### src/rtl/bq_lp_pkg.sv
`timescale 1ns/1ps
package bq_lp_pkg;
  localparam int COEF_W = 15;
  localparam int FRAC_W = 14;

  typedef logic [1:0] ftype_t;
  localparam ftype_t FT_A = 2'd1;
  localparam ftype_t FT_B = 2'd2;

  typedef struct packed {
    logic              neg;
    logic [COEF_W-1:0] mag;
  } coef_t;

  // sec: section index, tap: 0 -> first feedback tap, 1 -> second
  function automatic coef_t coef_lookup(ftype_t t, int sec, logic tap);
    coef_t c;
    c.neg = ~tap;
    if (t == FT_B) begin
      if (sec == 0) c.mag = tap ? 15'd15915 : 15'd32295;
      else          c.mag = tap ? 15'd16188 : 15'd32568;
    end else begin
      if (sec == 0) c.mag = tap ? 15'd15751 : 15'd32092;
      else          c.mag = tap ? 15'd14896 : 15'd31238;
    end
    return c;
  endfunction

  function automatic logic [3:0] mid_shift(ftype_t t);
    return (t == FT_B) ? 4'd14 : 4'd11;
  endfunction

  function automatic logic [3:0] out_drop(ftype_t t);
    return (t == FT_B) ? 4'd3 : 4'd0;
  endfunction
endpackage

### src/rtl/bq_section.sv
`timescale 1ns/1ps
module bq_section
  import bq_lp_pkg::*;
#(
  parameter int STATE_W = 40
) (
  input  logic                      clk,
  input  logic                      rst_n,
  input  logic                      clr_i,
  input  logic                      en_i,
  input  logic signed [STATE_W-1:0] x_i,
  input  coef_t                     b1_i,
  input  coef_t                     b2_i,
  output logic signed [STATE_W-1:0] y_o,
  output logic                      vld_o
);
  localparam int PW = STATE_W + COEF_W + 2;

  logic signed [STATE_W-1:0] x1_q, x2_q, y1_q, y2_q;
  logic signed [STATE_W-1:0] x1_n, x2_n, y1_n, y2_n;
  logic                      vld_q, vld_n;
  logic signed [COEF_W:0]    b1s, b2s;
  logic signed [PW-1:0]      prod, fb;
  logic signed [STATE_W-1:0] ff, y_calc;

  always_comb begin
    b1s    = b1_i.neg ? -$signed({1'b0, b1_i.mag}) : $signed({1'b0, b1_i.mag});
    b2s    = b2_i.neg ? -$signed({1'b0, b2_i.mag}) : $signed({1'b0, b2_i.mag});
    ff     = x_i + (x1_q <<< 1) + x2_q;
    prod   = PW'(b1s) * PW'(y1_q) + PW'(b2s) * PW'(y2_q);
    fb     = prod >>> FRAC_W;
    y_calc = ff - STATE_W'(fb);
  end

  always_comb begin
    x1_n  = x1_q;
    x2_n  = x2_q;
    y1_n  = y1_q;
    y2_n  = y2_q;
    vld_n = 1'b0;
    if (clr_i) begin
      x1_n = '0;
      x2_n = '0;
      y1_n = '0;
      y2_n = '0;
    end else if (en_i) begin
      x2_n  = x1_q;
      x1_n  = x_i;
      y2_n  = y1_q;
      y1_n  = y_calc;
      vld_n = 1'b1;
    end
  end

  always_ff @(posedge clk or negedge rst_n) begin
    if (!rst_n) begin
      x1_q  <= '0;
      x2_q  <= '0;
      y1_q  <= '0;
      y2_q  <= '0;
      vld_q <= 1'b0;
    end else begin
      x1_q  <= x1_n;
      x2_q  <= x2_n;
      y1_q  <= y1_n;
      y2_q  <= y2_n;
      vld_q <= vld_n;
    end
  end

  assign y_o   = y1_q;
  assign vld_o = vld_q;

  // history frozen between accepted samples
  a_r9_hold: assert property (@(posedge clk) disable iff (!rst_n)
    (!en_i && !clr_i) |=> ($stable(y1_q) && $stable(x1_q) && $stable(y2_q)));
  // a clear empties history and kills the strobe
  a_r8_clear: assert property (@(posedge clk) disable iff (!rst_n)
    clr_i |=> (!vld_o && y1_q == '0 && x1_q == '0));
endmodule

### src/rtl/bq_outsat.sv
`timescale 1ns/1ps
module bq_outsat #(
  parameter int STATE_W = 40,
  parameter int OUT_W   = 24
) (
  input  logic                      clk,
  input  logic                      rst_n,
  input  logic                      clr_i,
  input  logic                      en_i,
  input  logic [3:0]                drop_i,
  input  logic signed [STATE_W-1:0] y_i,
  output logic signed [OUT_W-1:0]   data_o,
  output logic                      vld_o
);
  localparam logic signed [STATE_W-1:0] MAXV =
    {{(STATE_W-OUT_W+1){1'b0}}, {(OUT_W-1){1'b1}}};
  localparam logic signed [STATE_W-1:0] MINV =
    {{(STATE_W-OUT_W+1){1'b1}}, {(OUT_W-1){1'b0}}};

  logic signed [STATE_W-1:0] shifted;
  logic signed [OUT_W-1:0]   data_q, data_n;
  logic                      vld_q, vld_n;

  always_comb begin
    shifted = y_i >>> drop_i;
    data_n  = data_q;
    vld_n   = 1'b0;
    if (en_i && !clr_i) begin
      vld_n = 1'b1;
      if (shifted > MAXV)      data_n = OUT_W'(MAXV);
      else if (shifted < MINV) data_n = OUT_W'(MINV);
      else                     data_n = OUT_W'(shifted);
    end
  end

  always_ff @(posedge clk or negedge rst_n) begin
    if (!rst_n) begin
      data_q <= '0;
      vld_q  <= 1'b0;
    end else begin
      data_q <= data_n;
      vld_q  <= vld_n;
    end
  end

  assign data_o = data_q;
  assign vld_o  = vld_q;

  // out-of-range results clamp to the rails
  a_r6_clamp_hi: assert property (@(posedge clk) disable iff (!rst_n)
    (en_i && !clr_i && shifted > MAXV) |=> (data_o == OUT_W'(MAXV)));
  a_r6_clamp_lo: assert property (@(posedge clk) disable iff (!rst_n)
    (en_i && !clr_i && shifted < MINV) |=> (data_o == OUT_W'(MINV)));
endmodule

### src/rtl/bq_lowpass4.sv
`timescale 1ns/1ps
module bq_lowpass4
  import bq_lp_pkg::*;
#(
  parameter int          IN_W       = 16,
  parameter int          OUT_W      = 24,
  parameter int          STATE_W    = 40,
  parameter logic [1:0]  RESET_TYPE = 2'd1
) (
  input  logic                    clk,
  input  logic                    rst_n,
  input  logic [1:0]              type_req_i,
  output logic [1:0]              type_o,
  input  logic                    in_valid_i,
  input  logic signed [IN_W-1:0]  in_data_i,
  output logic                    out_valid_o,
  output logic signed [OUT_W-1:0] out_data_o
);
  localparam int NSEC = 2;

  ftype_t type_q, type_n;
  logic   flush;

  always_comb begin
    flush  = ((type_req_i == FT_A) || (type_req_i == FT_B)) && (type_req_i != type_q);
    type_n = flush ? type_req_i : type_q;
  end

  always_ff @(posedge clk or negedge rst_n) begin
    if (!rst_n) type_q <= RESET_TYPE;
    else        type_q <= type_n;
  end

  assign type_o = type_q;

  logic signed [STATE_W-1:0] sec_x [NSEC];
  logic signed [STATE_W-1:0] sec_y [NSEC];
  logic [NSEC-1:0]           sec_en;
  logic [NSEC-1:0]           sec_v;

  for (genvar g = 0; g < NSEC; g++) begin : g_sec
    if (g == 0) begin : g_head
      assign sec_x[g]  = STATE_W'(in_data_i);
      assign sec_en[g] = in_valid_i & ~flush;
    end else begin : g_link
      assign sec_x[g]  = sec_y[g-1] >>> mid_shift(type_q);
      assign sec_en[g] = sec_v[g-1] & ~flush;
    end

    bq_section #(.STATE_W(STATE_W)) u_sec (
      .clk   (clk),
      .rst_n (rst_n),
      .clr_i (flush),
      .en_i  (sec_en[g]),
      .x_i   (sec_x[g]),
      .b1_i  (coef_lookup(type_q, g, 1'b0)),
      .b2_i  (coef_lookup(type_q, g, 1'b1)),
      .y_o   (sec_y[g]),
      .vld_o (sec_v[g])
    );
  end

  bq_outsat #(.STATE_W(STATE_W), .OUT_W(OUT_W)) u_out (
    .clk    (clk),
    .rst_n  (rst_n),
    .clr_i  (flush),
    .en_i   (sec_v[NSEC-1]),
    .drop_i (out_drop(type_q)),
    .y_i    (sec_y[NSEC-1]),
    .data_o (out_data_o),
    .vld_o  (out_valid_o)
  );

  // every output strobe traces back to a sample three edges earlier
  a_r2_latency: assert property (@(posedge clk) disable iff (!rst_n)
    out_valid_o |-> $past(in_valid_i, 3));
  // the active type is always a legal set
  a_r7_type_legal: assert property (@(posedge clk) disable iff (!rst_n)
    (type_o == FT_A) || (type_o == FT_B));
  // an illegal request leaves the active type alone
  a_r7_ignore: assert property (@(posedge clk) disable iff (!rst_n)
    ((type_req_i == 2'd0) || (type_req_i == 2'd3)) |=> $stable(type_o));
  // a type change drains the pipeline
  a_r8_drop_next: assert property (@(posedge clk) disable iff (!rst_n)
    flush |=> !out_valid_o);
  a_r8_drop_later: assert property (@(posedge clk) disable iff (!rst_n)
    flush |=> ##2 !out_valid_o);
endmodule

### config.mk
export PLATFORM = sky130hd
export DESIGN_NAME = bq_lowpass4
export DESIGN_NICKNAME = d
export VERILOG_FILES = /design/src/rtl/bq_lp_pkg.sv /design/src/rtl/bq_section.sv /design/src/rtl/bq_outsat.sv /design/src/rtl/bq_lowpass4.sv
export SDC_FILE = /design/constraint.sdc
export NUM_CORES = 2
export LEC_CHECK = 0
export BUFFER_PORTS_ARGS = -buffer_cell sky130_fd_sc_hd__buf_2
export CORE_MARGIN = 3
export CORE_UTILIZATION = 40
export DETAILED_ROUTE_END_ITERATION = 8
export PLACE_DENSITY_LB_ADDON = 0.25
export RECOVER_POWER = 25
export SKIP_CTS_REPAIR_TIMING = 1
export SYNTH_ARGS = -nofsm -noshare
export SYNTH_HDL_FRONTEND = slang
export SYNTH_SLANG_ARGS = --single-unit
### constraint.sdc
create_clock -name clk -period 10.6 [get_ports clk]
set_input_delay 1.59 -clock clk [delete_from_list [all_inputs] [get_ports clk]]
set_output_delay 1.59 -clock clk [all_outputs]
set_load 0.01 [all_outputs]
After elaboration in Yosys (flattened, before gate mapping):

Index checks and enable logic that the tools add are counted.

* bits in registers: 349
* latch bits: 0
* bits in writable memories: 0
* bits in read-only memories: 0
* input port bits: 21
* output and inout port bits: 27
* word-level logic and storage cells: 73
* memories kept: 0

* $add $sub $neg: 10
* $mul: 4
* div/mod/pow operators: 0
* order comparisons: 2
* equality and inequality tests: 4
* shift operators: 2
* muxes and demuxes: 29
* bitwise logic cells: 3
* reductions and logical operators: 6

Operator list (count)
* $mux 40: 16
* $add 40x40->40: 3
* $add 54x54->54: 2
* $mul 15x40->54: 2
* $mul 16x40->54: 2
* $sub 40x40->40: 2
* $mux 24: 2
* $add 16x40->40: 1
* $gt 40x24->1 const B: 1
* $lt 40x24->1 const B: 1
* $sshr 40x2->40: 1
* $sshr 40x4->40: 1
* $neg 15->16: 2
* $mux 11: 2
* $mux 10: 2
* $mux 1: 5
* $eq 2x2->1 const B: 2
* $reduce_bool 2->1: 2
* $mux 3: 1
* $and 1x1->1: 2
* $eq 2x1->1 const B: 1
* $logic_and 1x1->1: 2
* $mux 2: 1
* $ne 2x2->1: 1
* other kinds (3): 3

Logic depth before layout (Yosys ltp):

* depth after elaboration: 8
* depth in mapped cells: 49

Cells and area by module:

From an unflattened synthesis, not the netlist that was laid out.

* cells, all modules: 11730
* area, all modules: 108380.2 um^2

Modules (own cells, without submodules)
* bq_section at g_sec[0].u_sec: instances 1, cells each 5747, area an instance 52531.6 um^2, sequential area each 4028.9 um^2
* bq_section at g_sec[1].u_sec: instances 1, cells each 5654, area an instance 52100.0 um^2, sequential area each 4028.9 um^2
* bq_outsat: instances 1, cells each 278, area an instance 3111.7 um^2, sequential area each 625.6 um^2
* bq_lowpass4: instances 1, cells each 51, area an instance 636.9 um^2, sequential area each 51.3 um^2

Worst setup path after synthesis:

Ideal clock, no wire load.

* kind: reg2reg
* start: register type_q[0] (netlist: type_o[0])
* end: register g_sec[0].u_sec.y1_q[36]
* setup time: 0.126 ns
* arrival: 11.392 ns
* data required time: 10.474 ns
* setup slack: -0.917 ns
* stages on the path, launching flop included: 48
* path through: dfstp_2 nand2b_1 clkbuf_1 clkbuf_1 clkbuf_1 clkbuf_1 buf_1 nand2_1 fa_1 fa_1 inv_1 fa_1 inv_1 fa_1 inv_1 fa_1 fa_1 fa_1 [12 not listed] a21o_1 a31oi_1 o22ai_1 fa_1 fa_1 inv_1 ha_1 a21oi_1 o21a_1 nor2_1 a2111o_1 a211o_1 nand3_1 o211ai_1 a21oi_1 o2bb2ai_1 xor2_1 o21ai_1

* longest elaborated chain between the ends: 8
* elaborated cells between the ends (all ways): 15

Ends and longest elaborated chain
* from (decl): RTL line bq_lowpass4.sv:21 `ftype_t type_q, type_n;`
* from (signal assigned): RTL line bq_lowpass4.sv:31 `else type_q <= type_n;`
* $eq 2x2->1: RTL line bq_lp_pkg.sv:19 `if (t == FT_B) begin`
* $mux 10: RTL line bq_lp_pkg.sv:19
* $neg 15->16: RTL line bq_section.sv:27 `b1s = b1_i.neg ? -$signed({1'b0, b1_i.mag}) : $signed({1'b0, b1_i.mag});`
* $mul 16x40->54: RTL line bq_section.sv:30 `prod = PW'(b1s) * PW'(y1_q) + PW'(b2s) * PW'(y2_q);`
* $add 54x54->54: RTL line bq_section.sv:30
* $sub 40x40->40: RTL line bq_section.sv:32 `y_calc = ff - STATE_W'(fb);`
* $mux 40: RTL line bq_section.sv:46 `end else if (en_i) begin`
* $mux 40: RTL line bq_section.sv:41 `if (clr_i) begin`
* to (signal assigned): RTL line bq_section.sv:65 `y1_q <= y1_n;`
* to (decl): RTL line bq_section.sv:19 `logic signed [STATE_W-1:0] x1_q, x2_q, y1_q, y2_q;`

Parallel ways exist; a longest one is shown, timed or not. The select of a mux whose other input is x is not followed.
A chain may end at the register's enable or synchronous reset.

Final worst setup path:

* start: register type_q[0] (netlist: type_o[0])
* end: register g_sec[1].u_sec.y1_q[38]

* longest elaborated chain between the ends: 8
* elaborated cells between the ends (all ways): 19

Ends and longest elaborated chain (RTL line)
* $eq 2x2->1: bq_lp_pkg.sv:19, bq_lp_pkg.sv:30
* $mux 11 / $mux 3 (equally long branches): bq_lp_pkg.sv:19, bq_lp_pkg.sv:30
* $neg 15->16 / $sshr 40x4->40 (equally long branches): bq_section.sv:27, bq_lowpass4.sv:46
* $mul 16x40->54 / $add 40x40->40 (equally long branches): bq_section.sv:30, bq_section.sv:29
* $add 54x54->54 / $add 40x40->40 (equally long branches): bq_section.sv:30, bq_section.sv:29
* $sub 40x40->40: bq_section.sv:32
* $mux 40: bq_section.sv:46
* $mux 40: bq_section.sv:41
* to (signal assigned): bq_section.sv:65
* to (decl): bq_section.sv:19

Parallel ways exist; a longest one is shown, timed or not. The select of a mux whose other input is x is not followed.

==> results.toml <==
[setup_path]
cpPeakStageDelay_ns = 0.57
crit_path_end_kind = "register"
reg2reg_depth = 43
critPathSlowestCell = "dfstp_2"
path_class = "reg2reg"
path_common_cell = "fa_1"
arrival_ns = 11.48
startpoint_type = "register"
r2r_slack_ns = -0.38
critPathRequiredTime_ns = 11.10
cp_max_fo = 5

[routing]
drtIter0Drc = 2358
ant_nets = 0
vias_per_cell = 4.71
drc = 0
drt-wirelength-per-cell_microns = 18.4
vias = 49259
wirelength_microns = 193000
first_pass_iters = 5

[layout]
fin_nets = 10618
syn2layout_area_growth_pct = 17.1
drive_above_1_share_pct = 15.6
fillerInstances = 16745

[synth]
yosysWarnings = 0
synth_area_leader_cell = "fa_1"
avgSynthCellArea_sq_um = 9.81
synthDistinctLibCells = 85
synthFlopType = "dfrtp_1"
synth_edf_count = 0
ys_seq_area_share_pct = 9.80
synthTopCellsByArea = "fa_1 (44%), ha_1 (16%), inv_1 (13%), dfrtp_1 (9.8%), mux2i_1 (2.8%)"
synth_seq_cells = 281
yosysTopAreaCellShare_pct = 44.3
syn_inst = 7314
async_flop_share_pct = 100
syn_area_sq_um = 71700

[floorplanning]
pin_count = 48
die_area_sq_um = 184000
fp-row-count = 154
die_w_microns = 429
fp.dieH_microns = 429
core_area_sq_um = 177000
initial_utilization_pct = 40.5

[clocking]
cts.clk_slew.worst_paths_ns = 0.06
clock-sinks = 281
cts_root_buf = "clkbuf_16"
worstSkewPairLatency_ns = 0.66
cts_tree = "done"
cts_made_buffers = 43
htreeDepth = 2
clockBufferDepth = 3

[grt]
grt_pass1_vias = 54689
overflow = 0
grt_use_total_pct = 21.7
grt_max_degree = 127
antenna_found_initial = 1
grt_pass1_wl_microns = 310000

[sta]
skew_ns = 0.0600
fin_ws_ns = -0.380
rsz0062_at_grt = "yes"
max-slew-margin-rel_pct = -198
fin_setup_tns_ns = -5.20
max_freq_mhz = 91.1
finalSetupViolations = 30
period_share_pct = 104
finalCriticalPeriod_ns = 10.98
hold_viol = 0
slew_viol_final = 288
worst_pin_slew_ns = 4.47

[placement]
place.gp.congestion = 0.937
hpwlAfterDp_microns = 169000
portBuffers = 47

[hold_path]
hold_depth = 1
hold_class = "reg2reg"

[run]
drv_cap = 4

[run_status]
failed_checks = "max-capacitance violations, max-slew violations, negative setup slack"
status = "complete, but fails checks"
==> final timing paths <==
path                                        from                      end
worst max-delay path                   type_o[0]   g_sec[1].u_sec.y_o[38]
worst min-delay path            u_out.data_o[11]         u_out.data_o[11]
worst max register to register         type_o[0]   g_sec[1].u_sec.y_o[38]
worst min register to register  u_out.data_o[11]         u_out.data_o[11]
max in group asynchronous                  rst_n     g_sec[0].u_sec.vld_o
min in group asynchronous                  rst_n  g_sec[1].u_sec.y2_q[37]
==> cell usage after synthesis, types with 3 or more instances <==
cell type     n
a211o_1       9
a211oi_1     32
a21boi_0      3
a21o_1       65
a21oi_1     151
a221oi_1      6
a22oi_1       4
a311oi_1     21
a31oi_1      18
a41o_1        3
a41oi_1       4
and2_1       12
and3_1       23
and4_1        7
buf_1        28
clkbuf_1    166
dfrtp_1     280
fa_1       1586
ha_1        923
inv_1      2456
mux2i_1     200
nand2_1     375
nand2b_1     20
nand3_1      36
nand4_1      19
nor2_1      353
nor2b_1      22
nor3_1       18
nor3b_1       3
nor4_1        7
o211ai_1     31
o21a_1       55
o21ai_0      64
o21ai_1      24
o21bai_1     19
o22ai_1       3
o31a_1        3
o31ai_1       8
o31ai_4       3
or2_2         6
or3_1         7
xnor2_1     134
xor2_1       56
==> cells in the final DEF, fill, tap and decap left out, drive strengths merged, types with 8 or more instances in the layout <==
cell type / n
a211o: 9
a211oi: 33
a21o: 65
a21oi: 153
a311oi: 21
a31oi: 20
and2: 12
and3: 23
buf: 855
clkbuf: 57
clkinv: 16
conb: 62
dfrtp: 280
fa: 1586
ha: 923
inv: 2458
mux2i: 200
nand2: 375
nand2b: 20
nand3: 37
nand4: 19
nor2: 353
nor2b: 22
nor3: 18
nor4: 8
o211ai: 32
o21a: 56
o21ai: 90
o21bai: 20
o31ai: 12
xnor2: 134
xor2: 56
==> stage by stage <==
step	util [%]	setup WS (ns)	cell area, sq um	std cells	hold slack (ns)
finish	47.4	-0.380	84000	10461	0.480
global route	47.4	-0.755	84000	10460	0.498
CTS	46.3	-0.602	82100	10415	0.488
detailed placement	45.5	-0.583	80600	10339	0.475
global placement	45.5	-0.507	80600	10339	0.469
floorplan	-	-0.0586	72500	7374	0.486
==> final cells by class <==
type | instances | area (sq um) | share of cell area [%]
diodes | 2 | 5.00 | 0.00596
clock buffers | 49 | 1130 | 1.34
clock inverters | 27 | 319 | 0.380
inverters | 2456 | 9220 | 11.0
multi-input cells | 4443 | 56700 | 67.5
flip-flops and latches | 281 | 7040 | 8.38
well taps | 2340 | 2930 | 3.48
repair buffers | 863 | 6680 | 7.95
==> state kept, by name, indices dropped and copies added, names as in the netlist <==
signal             flops
g_sec.u_sec.x1_q      46
u_out.data_o          24
g_sec.u_sec.vld_o      2
u_out.vld_o            1
type_o                 2
g_sec.u_sec.x2_q      46
g_sec.u_sec.y2_q      80
g_sec.u_sec.y_o       80
==> worst max-delay path, delay by kind of cell (launching register included) <==
| kind | cells | cell delay [ns] |
|---|---|---|
| buffers and inverters | 8 | 0.60 |
| muxes | 1 | 0.13 |
| xor gates and xnor gates | 2 | 0.28 |
| adders and majority gates | 12 | 5.43 |
| AOI/OAI and AO/OA | 13 | 2.93 |
| and+or+nand+nor | 7 | 0.88 |
| DFF | 1 | 0.57 |
==> cells by family (layout without fill, tap and decap cells) <==
group | Yosys count | after routing | share of synthesized area [%]
AOI/OAI and AO/OA | 563 | 563 | 5.38
muxes | 200 | 200 | 2.79
xor gates and xnor gates | 191 | 191 | 2.35
other | 2 | 64 | 0.0105
adders and majority gates | 2509 | 2509 | 60.4
DFF | 281 | 281 | 9.80
buffers and inverters | 2650 | 3395 | 13.9
and+or+nand+nor | 918 | 918 | 5.44
==> layer usage <==
metal,global-route usage [%],share of wire (%)
met5,0,0
met2,37.8,51
met4,5.77,3.1
met3,1.95,3.0
met1,28.8,43
Power is not shown: default switching activity piles up to over one toggle a cycle in this logic, so the estimate is an artifact.
